`src/rtl/pgw_pkg.sv`:
```
package pgw_pkg;
    typedef enum logic [1:0] {
        ST_IDLE   = 2'd0,
        ST_LAUNCH = 2'd1,
        ST_HOLD   = 2'd2
    } pgw_state_e;
endpackage

```
`src/rtl/pgw_buffer.sv`:
```
module pgw_buffer #(
    parameter int ADDR_W     = 10,
    parameter int DATA_W     = 8,
    parameter int PAGE_BYTES = 16
) (
    input  logic                         clk,
    input  logic                         rst_n,
    input  logic                         wr_en,
    input  logic [ADDR_W-1:0]            wr_addr,
    input  logic [DATA_W-1:0]            wr_data,
    input  logic                         clear,
    output logic [ADDR_W-$clog2(PAGE_BYTES)-1:0] row_o,
    output logic [PAGE_BYTES*DATA_W-1:0] data_o,
    output logic [PAGE_BYTES-1:0]        mask_o,
    output logic                         any_o
);
    localparam int OFS_W = $clog2(PAGE_BYTES);
    localparam int ROW_W = ADDR_W - OFS_W;

    logic [OFS_W-1:0] ofs;
    logic [ROW_W-1:0] row_q;

    assign ofs   = wr_addr[OFS_W-1:0];
    assign any_o = |mask_o;
    assign row_o = row_q;

    // Page row latched by the first load into an empty page
    always_ff @(posedge clk) begin
        if (!rst_n) begin
            row_q <= '0;
        end else if (wr_en && !any_o) begin
            row_q <= wr_addr[ADDR_W-1:OFS_W];
        end
    end

    for (genvar i = 0; i < PAGE_BYTES; i++) begin : g_entry
        logic [DATA_W-1:0] byte_q;
        logic              hit;

        assign hit = wr_en && (ofs == OFS_W'(i));

        always_ff @(posedge clk) begin
            if (!rst_n) begin
                byte_q <= '0;
            end else if (hit) begin
                byte_q <= wr_data;
            end
        end

        always_ff @(posedge clk) begin
            if (!rst_n) begin
                mask_o[i] <= 1'b0;
            end else if (clear) begin
                mask_o[i] <= 1'b0;
            end else if (hit) begin
                mask_o[i] <= 1'b1;
            end
        end

        assign data_o[i*DATA_W +: DATA_W] = byte_q;
    end
endmodule

```
`src/rtl/pgw_timer.sv`:
```
module pgw_timer #(
    parameter int WRITE_CYCLES = 50
) (
    input  logic clk,
    input  logic rst_n,
    input  logic start,
    output logic zero
);
    localparam int CNT_W = (WRITE_CYCLES > 2) ? $clog2(WRITE_CYCLES) : 1;
    localparam logic [CNT_W-1:0] LOAD_VAL = CNT_W'(WRITE_CYCLES - 1);

    logic [CNT_W-1:0] cnt_q;

    always_ff @(posedge clk) begin
        if (!rst_n) begin
            cnt_q <= '0;
        end else if (start) begin
            cnt_q <= LOAD_VAL;
        end else if (cnt_q != '0) begin
            cnt_q <= cnt_q - 1'b1;
        end
    end

    assign zero = (cnt_q == '0);
endmodule

```
`src/rtl/pgw_fsm.sv`:
```
module pgw_fsm
    import pgw_pkg::*;
(
    input  logic clk,
    input  logic rst_n,
    input  logic commit,
    input  logic any_loaded,
    input  logic tmr_zero,
    output logic load_en,
    output logic start,
    output logic launch,
    output logic finish,
    output logic busy
);
    pgw_state_e state_q, state_d;

    always_ff @(posedge clk) begin
        if (!rst_n) begin
            state_q <= ST_IDLE;
        end else begin
            state_q <= state_d;
        end
    end

    always_comb begin
        state_d = state_q;
        unique case (state_q)
            ST_IDLE:   if (commit && any_loaded) state_d = ST_LAUNCH;
            ST_LAUNCH: state_d = ST_HOLD;
            ST_HOLD:   if (tmr_zero) state_d = ST_IDLE;
            default:   state_d = ST_IDLE;
        endcase
    end

    always_comb begin
        load_en = 1'b0;
        start   = 1'b0;
        launch  = 1'b0;
        finish  = 1'b0;
        busy    = 1'b1;
        unique case (state_q)
            ST_IDLE: begin
                busy    = 1'b0;
                load_en = !commit;
                start   = commit && any_loaded;
            end
            ST_LAUNCH: launch = 1'b1;
            ST_HOLD:   finish = tmr_zero;
            default:   busy = 1'b0;
        endcase
    end
endmodule

```
`src/rtl/page_write_ctrl.sv`:
```
module page_write_ctrl #(
    parameter int ADDR_W       = 10,
    parameter int DATA_W       = 8,
    parameter int PAGE_BYTES   = 16,
    parameter int WRITE_CYCLES = 50
) (
    input  logic                         clk,
    input  logic                         rst_n,
    input  logic                         ld_valid,
    input  logic [ADDR_W-1:0]            ld_addr,
    input  logic [DATA_W-1:0]            ld_data,
    input  logic                         commit,
    output logic                         busy,
    output logic                         arr_we,
    output logic [ADDR_W-$clog2(PAGE_BYTES)-1:0] arr_row,
    output logic [PAGE_BYTES*DATA_W-1:0] arr_wdata,
    output logic [PAGE_BYTES-1:0]        arr_wmask
);
    logic load_en, start, launch, finish, any_loaded, tmr_zero;

    pgw_fsm u_fsm (
        .clk        (clk),
        .rst_n      (rst_n),
        .commit     (commit),
        .any_loaded (any_loaded),
        .tmr_zero   (tmr_zero),
        .load_en    (load_en),
        .start      (start),
        .launch     (launch),
        .finish     (finish),
        .busy       (busy)
    );

    pgw_timer #(.WRITE_CYCLES(WRITE_CYCLES)) u_tmr (
        .clk   (clk),
        .rst_n (rst_n),
        .start (start),
        .zero  (tmr_zero)
    );

    pgw_buffer #(
        .ADDR_W(ADDR_W), .DATA_W(DATA_W), .PAGE_BYTES(PAGE_BYTES)
    ) u_buf (
        .clk     (clk),
        .rst_n   (rst_n),
        .wr_en   (ld_valid && load_en),
        .wr_addr (ld_addr),
        .wr_data (ld_data),
        .clear   (finish),
        .row_o   (arr_row),
        .data_o  (arr_wdata),
        .mask_o  (arr_wmask),
        .any_o   (any_loaded)
    );

    assign arr_we = launch;
endmodule

```
`config.mk`:
```
export PLATFORM = sky130hd
export DESIGN_NAME = page_write_ctrl
export DESIGN_NICKNAME = d
export VERILOG_FILES = /design/src/rtl/pgw_pkg.sv /design/src/rtl/pgw_buffer.sv /design/src/rtl/pgw_timer.sv /design/src/rtl/pgw_fsm.sv /design/src/rtl/page_write_ctrl.sv
export SDC_FILE = /design/constraint.sdc
export NUM_CORES = 1
export LEC_CHECK = 0
export ABC_CLOCK_PERIOD_IN_PS = 2600
export CORE_AREA = 5 5 98 169
export CTS_CLUSTER_DIAMETER = 60
export CTS_CLUSTER_SIZE = 25
export DETAILED_ROUTE_END_ITERATION = 8
export DIE_AREA = 0 0 103 174
export GPL_TIMING_DRIVEN = 0
export HOLD_SLACK_MARGIN = 0.05
export PLACE_DENSITY_LB_ADDON = 0.15
export RECOVER_POWER = 25
export SLEW_MARGIN = 20
export SYNTH_ARGS = -nofsm -noshare
export SYNTH_HDL_FRONTEND = slang
export SYNTH_SLANG_ARGS = --single-unit
```
`constraint.sdc`:
```
create_clock -name clk -period 2.6 [get_ports clk]
set_input_delay 0.26 -clock clk [delete_from_list [all_inputs] [get_ports clk]]
set_output_delay 0.26 -clock clk [all_outputs]
set_load 0.02 [all_outputs]
```
* Yosys cells after proc, flatten, opt, wreduce, memory -nomap -nowiden
Cells that the tools add are included.
** Word-level totals
- Register bits after elaboration :: 158
- Latch bits :: 0
- RAM bits :: 0
- ROM bits :: 0
- Input port bits :: 22
- Output and inout port bits :: 152
- Memories kept :: 0
** Cells by class
- Add/subtract/negate cells :: 1
- Multiply operators :: 0
- Div/mod/pow operators :: 0
- Order comparisons :: 0
- Equality and inequality tests :: 19
- Shifts and indexed selects :: 0
- Muxes and demuxes :: 10
- Bitwise operators :: 1
- Reduce and logical (&&, ||, !) cells :: 31
** Operators with widths (count)
- 4-bit == test (second input constant) :: 8
- 1-bit logical AND :: 19
- 4-bit by 3-bit == test with 1-bit output (second input constant) :: 4
- 16-bit OR reduction :: 1
- 6-bit two-way mux :: 2
- 4-bit by 2-bit == test with 1-bit output (second input constant) :: 2
- 6-bit zero test :: 1
- 2-bit one-hot mux with 3 select lines :: 1
- 6-bit nonzero test :: 1
- 2-bit OR reduction :: 3
- 6-bit by 1-bit subtractor with 6-bit output (second input constant) :: 1
- 1-bit two-way mux :: 5
- 4-bit by 1-bit == test with 1-bit output (second input constant) :: 1
- 4-bit zero test :: 1
- 2-bit two-way mux :: 2
- 2-bit by 1-bit inequality test with 1-bit output (second input constant) :: 2
- 2-bit by 1-bit == test with 1-bit output (second input constant) :: 1
- 2-bit == test (second input constant) :: 1
- 1-bit zero test :: 2
- 2-bit zero test :: 1
- 2-bit AND reduction :: 1
- 2-bit nonzero test :: 1
- 1-bit NOT :: 1

* Logic depth before layout (Yosys ltp)
- Depth in word-level cells :: 4
- Mapped depth :: 8

* By module
Synthesis repeated with hierarchy kept, for this count alone.
** Unflattened totals
- Cells, all modules :: 572
- Area total of the unflattened synthesis :: 6189.7 µm²
** By module, submodules not included
- pgw_buffer :: instances 1, cells each 521, area each 5730.5 µm², sequential area each 3002.9 µm²
- pgw_timer :: instances 1, cells each 32, area each 286.5 µm², sequential area each 120.1 µm²
- pgw_fsm :: instances 1, cells each 18, area each 166.4 µm², sequential area each 40.0 µm²
- page_write_ctrl :: instances 1, cells each 1, area each 6.3 µm², sequential area each 0.0 µm²

* Worst setup path before layout
No wires, ideal clock.
- Path type :: register to register
- Start point :: register u_tmr.cnt_q[0]
- End point :: register u_fsm.state_q[0]
- Setup time :: 0.072 ns
- Arrival :: 1.807 ns
- Path slack :: 0.722 ns
- Stages on the path, launching flop included :: 8
- Buffers on the path :: 1
- Cells stage by stage :: dfxtp_1 -> inv_1 -> ha_1 -> or3b_4 -> or3_1 -> buf_6 -> a221oi_4 -> mux2i_1
** Between the ends
- Cells in the longest elaborated chain, start to end :: 3
** RTL lines
- from (decl) :: RTL line pgw_timer.sv:12 : logic [CNT_W-1:0] cnt_q;
- from (signal assigned) :: RTL line pgw_timer.sv:20 : cnt_q <= cnt_q - 1'b1;
- 6-bit zero test :: RTL line pgw_timer.sv:24 : assign zero = (cnt_q == '0);
- 2-bit by 1-bit inequality test with 1-bit output (no source line)
- 2-bit AND reduction (no source line)
- to (signal assigned) :: RTL line pgw_fsm.sv:21 : state_q <= state_d;
- to (decl) :: RTL line pgw_fsm.sv:15 : pgw_state_e state_q, state_d;
No other way between the ends.
A chain may end at the register's enable or synchronous reset.

* Worst setup path after layout
- Start point :: register u_fsm.state_q[0]
- End point :: register u_buf.g_entry[12].byte_q[2]
** Between the ends
- Cells in the longest elaborated chain, start to end :: 4
** RTL lines
- 2-bit zero test :: RTL line pgw_fsm.sv:41 : unique case (state_q)
- 1-bit two-way mux :: RTL line pgw_fsm.sv:41
- 1-bit logical AND :: RTL line page_write_ctrl.sv:46 : .wr_en (ld_valid && load_en),
- 1-bit logical AND :: RTL line pgw_buffer.sv:40 : assign hit = wr_en && (ofs == OFS_W'(i));
- to (signal assigned) :: RTL line pgw_buffer.sv:46 : byte_q <= wr_data;
- to (decl) :: RTL line pgw_buffer.sv:37 : logic [DATA_W-1:0] byte_q;
No other way between the ends.

==> results.ini <==
[power]
cellPowerDensity_nw_per_um2 = 695
leakagePower_nw = 3.70
p_switching_mw = 1.61
switching_share_pct = 27.6
p_int_mw = 4.23
max-vdd-ir-drop_mv = 0.372
p_clk_share_pct = 41.9
seqPwrFrac_pct = 43.9
p_comb_share_pct = 14.2

[setup_path]
cpMaxStageDelayCell = sky130_fd_sc_hd__ha_1
required_time_reported_for_the_critical_path_endpoint_ns = 2.91
crit_chain = inv_1 -> ha_1 -> nand3b_1 -> nor4_1 -> buf_2 -> mux2i_1 -> nor2_1
critical_path.max_stage_delay_ns = 0.37
critPathMaxFanout = 9
worst_path_dominant_cell_family = simple AND/OR/NAND/NOR gates
worst-endpoint-arrival_ns = 2.47
critPathBufInv = 2
crit_path_start_kind = register
worstSetupEndpointType = register
criticalPathCategory = register to register

[yosys]
synthesis.area_um2 = 5860
seq_area_frac_synth_pct = 54.0
synth_cells = 574
yosys_warning_total = 0
count_of_unique_library_cells_instantiated_by_yosys = 32
syn_nets = 601
postSynthRegisterBits = 158
syn_area_per_cell_um2 = 10.2

[layout]
antenna_cells = 0
syn2layout_area_growth_pct = 43.4
nFillCells = 1377
drive_gt1_share_pct = 6.68
finalInstanceArea_um2 = 8400
layoutNonFillerInstCount = 965
nNetsFinal = 793

[placed_design]
place_area_um2 = 7820
place.gp.congestion = 0.793
dpl.cell_count = 933
hpwl_um = 13200
place_ws_ns = 0.371
numPortBuffers = 173

[routing]
route.detailed.vias_per_inst = 4.88
drc = 0
drtIter0Drc = 139
wl_um = 17400
ant_nets = 0
detail_route.wl_per_cell_um = 18.0
number_of_detailed_routing_iterations_run_before_antenna_repair = 4
num_vias = 4713

[timing]
setup_ws_ns = 0.438
unrepaired_setup_endpoints_after_global_routing = false
timing.clock.skew_ns = 0.00759
period_share_pct = 83.2
final-hold-violation-count = 0
report.final.setup_viol = 0
timing.fmax_mhz = 463
max_slew_violation_total_from_the_final_report = 0
whs_ns = 0.415
setup-tns-final_ns = 0
period_needed_ns = 2.16
timing.slew.headroom_pct = 56.1
worst-slew-pin-transition_ns = 0.658

[cts]
cts_tree = done
clock_path_buffers = 2
clock_tree.htree_level_count = 4
cts.repair_timing.setup_buffer_count = 0
tritoncts_num_sinks = 158
cts_root_buffer = sky130_fd_sc_hd__clkbuf_16
cts.clk_slew.worst_paths_ns = 0.07
cts_resized = 0
clock_insertion_delay_worst_skew_ns = 0.43
cts_made_buffers = 17
holdBufCountCts = 0

[global_route]
grt_pass1_vias = 4889
groute.usage.overall_pct = 20.0
global_route.overflow_total = 0
grt_pass1_wl_um = 27100
largest_net_degree_at_the_start_of_global_routing = 17
antenna_violations_before_repair = 0

[worst_hold_path]
hold_class = input pin to register

[die]
ioPinCount = 174
die_area_um2 = 17900
placementRows = 60
start_util_pct = 38.6
fp.coreArea_um2 = 15200
die_w_um = 103
die_height_um = 174

[job]
number_of_max_cap_violations = 0

[outcome]
status = completed

## kinds of logic (layout without fill, tap and decap cells)
kind of cell | count (synthesis) | after routing | synth area share [%]
XOR/XNOR | 3 | 3 | 0.449
multiplexers | 131 | 131 | 22.4
AO/OA/AOI/OAI | 36 | 36 | 4.27
AND/OR/NAND/NOR | 183 | 183 | 13.6
flip-flops | 158 | 158 | 54.0
buffers and inverters | 58 | 263 | 4.19
adder cells (fa/ha/maj) | 5 | 5 | 1.07
## cell type report
class / count / area, um2 / share of cell area, %
Tap cell: 186 / 233 / 2.77
Clock inverter: 15 / 151 / 1.80
Sequential cell: 158 / 3160 / 37.7
Buffer: 44 / 193 / 2.29
Clock buffer: 17 / 425 / 5.06
Timing Repair Buffer: 173 / 1730 / 20.6
Multi-Input combinational cell: 358 / 2450 / 29.2
Inverter: 14 / 52.6 / 0.626
## cell usage after synthesis (all sizes together)
cell type / n / area [um2]
and4: 1 / 8.76
nor3b: 2 / 15.0
nand2: 8 / 30.0
or3: 3 / 18.8
nor2b: 4 / 25.0
nand2b: 1 / 6.26
mux2i: 131 / 1310
nand3: 10 / 50.1
ha: 5 / 62.6
buf: 17 / 91.3
o21a: 8 / 60.1
nor4: 6 / 37.5
a21boi: 8 / 60.1
nand3b: 1 / 7.51
nand4: 4 / 25.0
and3: 3 / 18.8
inv: 14 / 52.6
o211ai: 1 / 7.51
clkbuf: 27 / 101
xnor2: 3 / 26.3
nand4b: 1 / 8.76
o2111a: 1 / 11.3
a221oi: 1 / 26.3
and3b: 1 / 8.76
a21oi: 11 / 55.1
nor3: 4 / 20.0
o21ai: 6 / 30.0
and4bb: 1 / 12.5
or3b: 1 / 11.3
dfxtp: 158 / 3160
nor2: 132 / 495
## tightest hold or removal path, cell delays in order
cell                              delay, ns
sky130_fd_sc_hd__clkdlybuf4s50_1       0.41
sky130_fd_sc_hd__nand3_1               0.07
sky130_fd_sc_hd__a21oi_1               0.05
## path summary, 6_finish.rpt
kind / start / depth (start not counted) / slack [ns] / endpoint
worst max-delay path: u_fsm.state_q[0] / 7 / 0.44 / u_buf.g_entry[12].byte_q[2]
worst min-delay path: ld_addr[8] / 3 / 0.41 / u_buf.row_o[4]
worst max register to register: u_fsm.state_q[0] / 7 / 0.44 / u_buf.g_entry[12].byte_q[2]
worst min register to register: u_buf.row_o[0] / 2 / 0.48 / u_buf.row_o[0]
## metrics by stage
stage | util, % | power, mW
final | 55.4 | 5.84
after global routing | 55.4 | 6.08
after CTS | 55.4 | 5.90
after detailed placement | 51.6 | 3.47
after global placement | 51.6 | 3.43
after floorplan | - | 3.17
## layer usage
| metal | GRT usage [%] | share of wire (%) | wire (um) |
|---|---|---|---|
| met1 | 21.0 | 37 | 6440 |
| met2 | 36.4 | 54 | 9490 |
| met3 | 5.78 | 6.5 | 1130 |
| met4 | 7.51 | 2.0 | 352 |
| met5 | 0 | 0 | 0 |
## power by group through the flow
stage / Clock, mW / Sequential [mW] / Combinational, mW
CTS: 2.49 / 2.57 / 0.848
global placement: 0 / 2.61 / 0.814
global route: 2.60 / 2.58 / 0.906
floorplan: 0 / 2.65 / 0.520
finish: 2.45 / 2.56 / 0.829
detailed placement: 0 / 2.62 / 0.846
## state kept, by name, summed over array words and instances, names as in the netlist
register	count
u_fsm.state_q	2
u_buf.mask_o	16
u_buf.g_entry.byte_q	128
u_buf.row_o	6
u_tmr.cnt_q	6
## cells in the final DEF (no fill, tap or decap), drive strengths merged
master	Yosys	layout
nor4	6	6
buf	17	17
and3b	1	1
xnor2	3	3
nand2	8	8
dlygate4sd3	0	77
ha	5	5
a21boi	8	8
nand2b	1	1
nand4	4	4
or3	3	3
o21a	8	8
dfxtp	158	158
nand3	10	10
or3b	1	1
a21oi	11	11
and3	3	3
nor2	132	132
nor3b	2	2
mux2i	131	131
clkinvlp	0	3
o2111a	1	1
and4bb	1	1
clkbuf	27	44
clkinv	0	3
bufinv	0	1
o21ai	6	6
a221oi	1	1
nand4b	1	1
inv	14	22
nor2b	4	4
nor3	4	4
clkdlybuf4s50	0	96
and4	1	1
o211ai	1	1
nand3b	1	1
(Power assumes the default switching activity.)
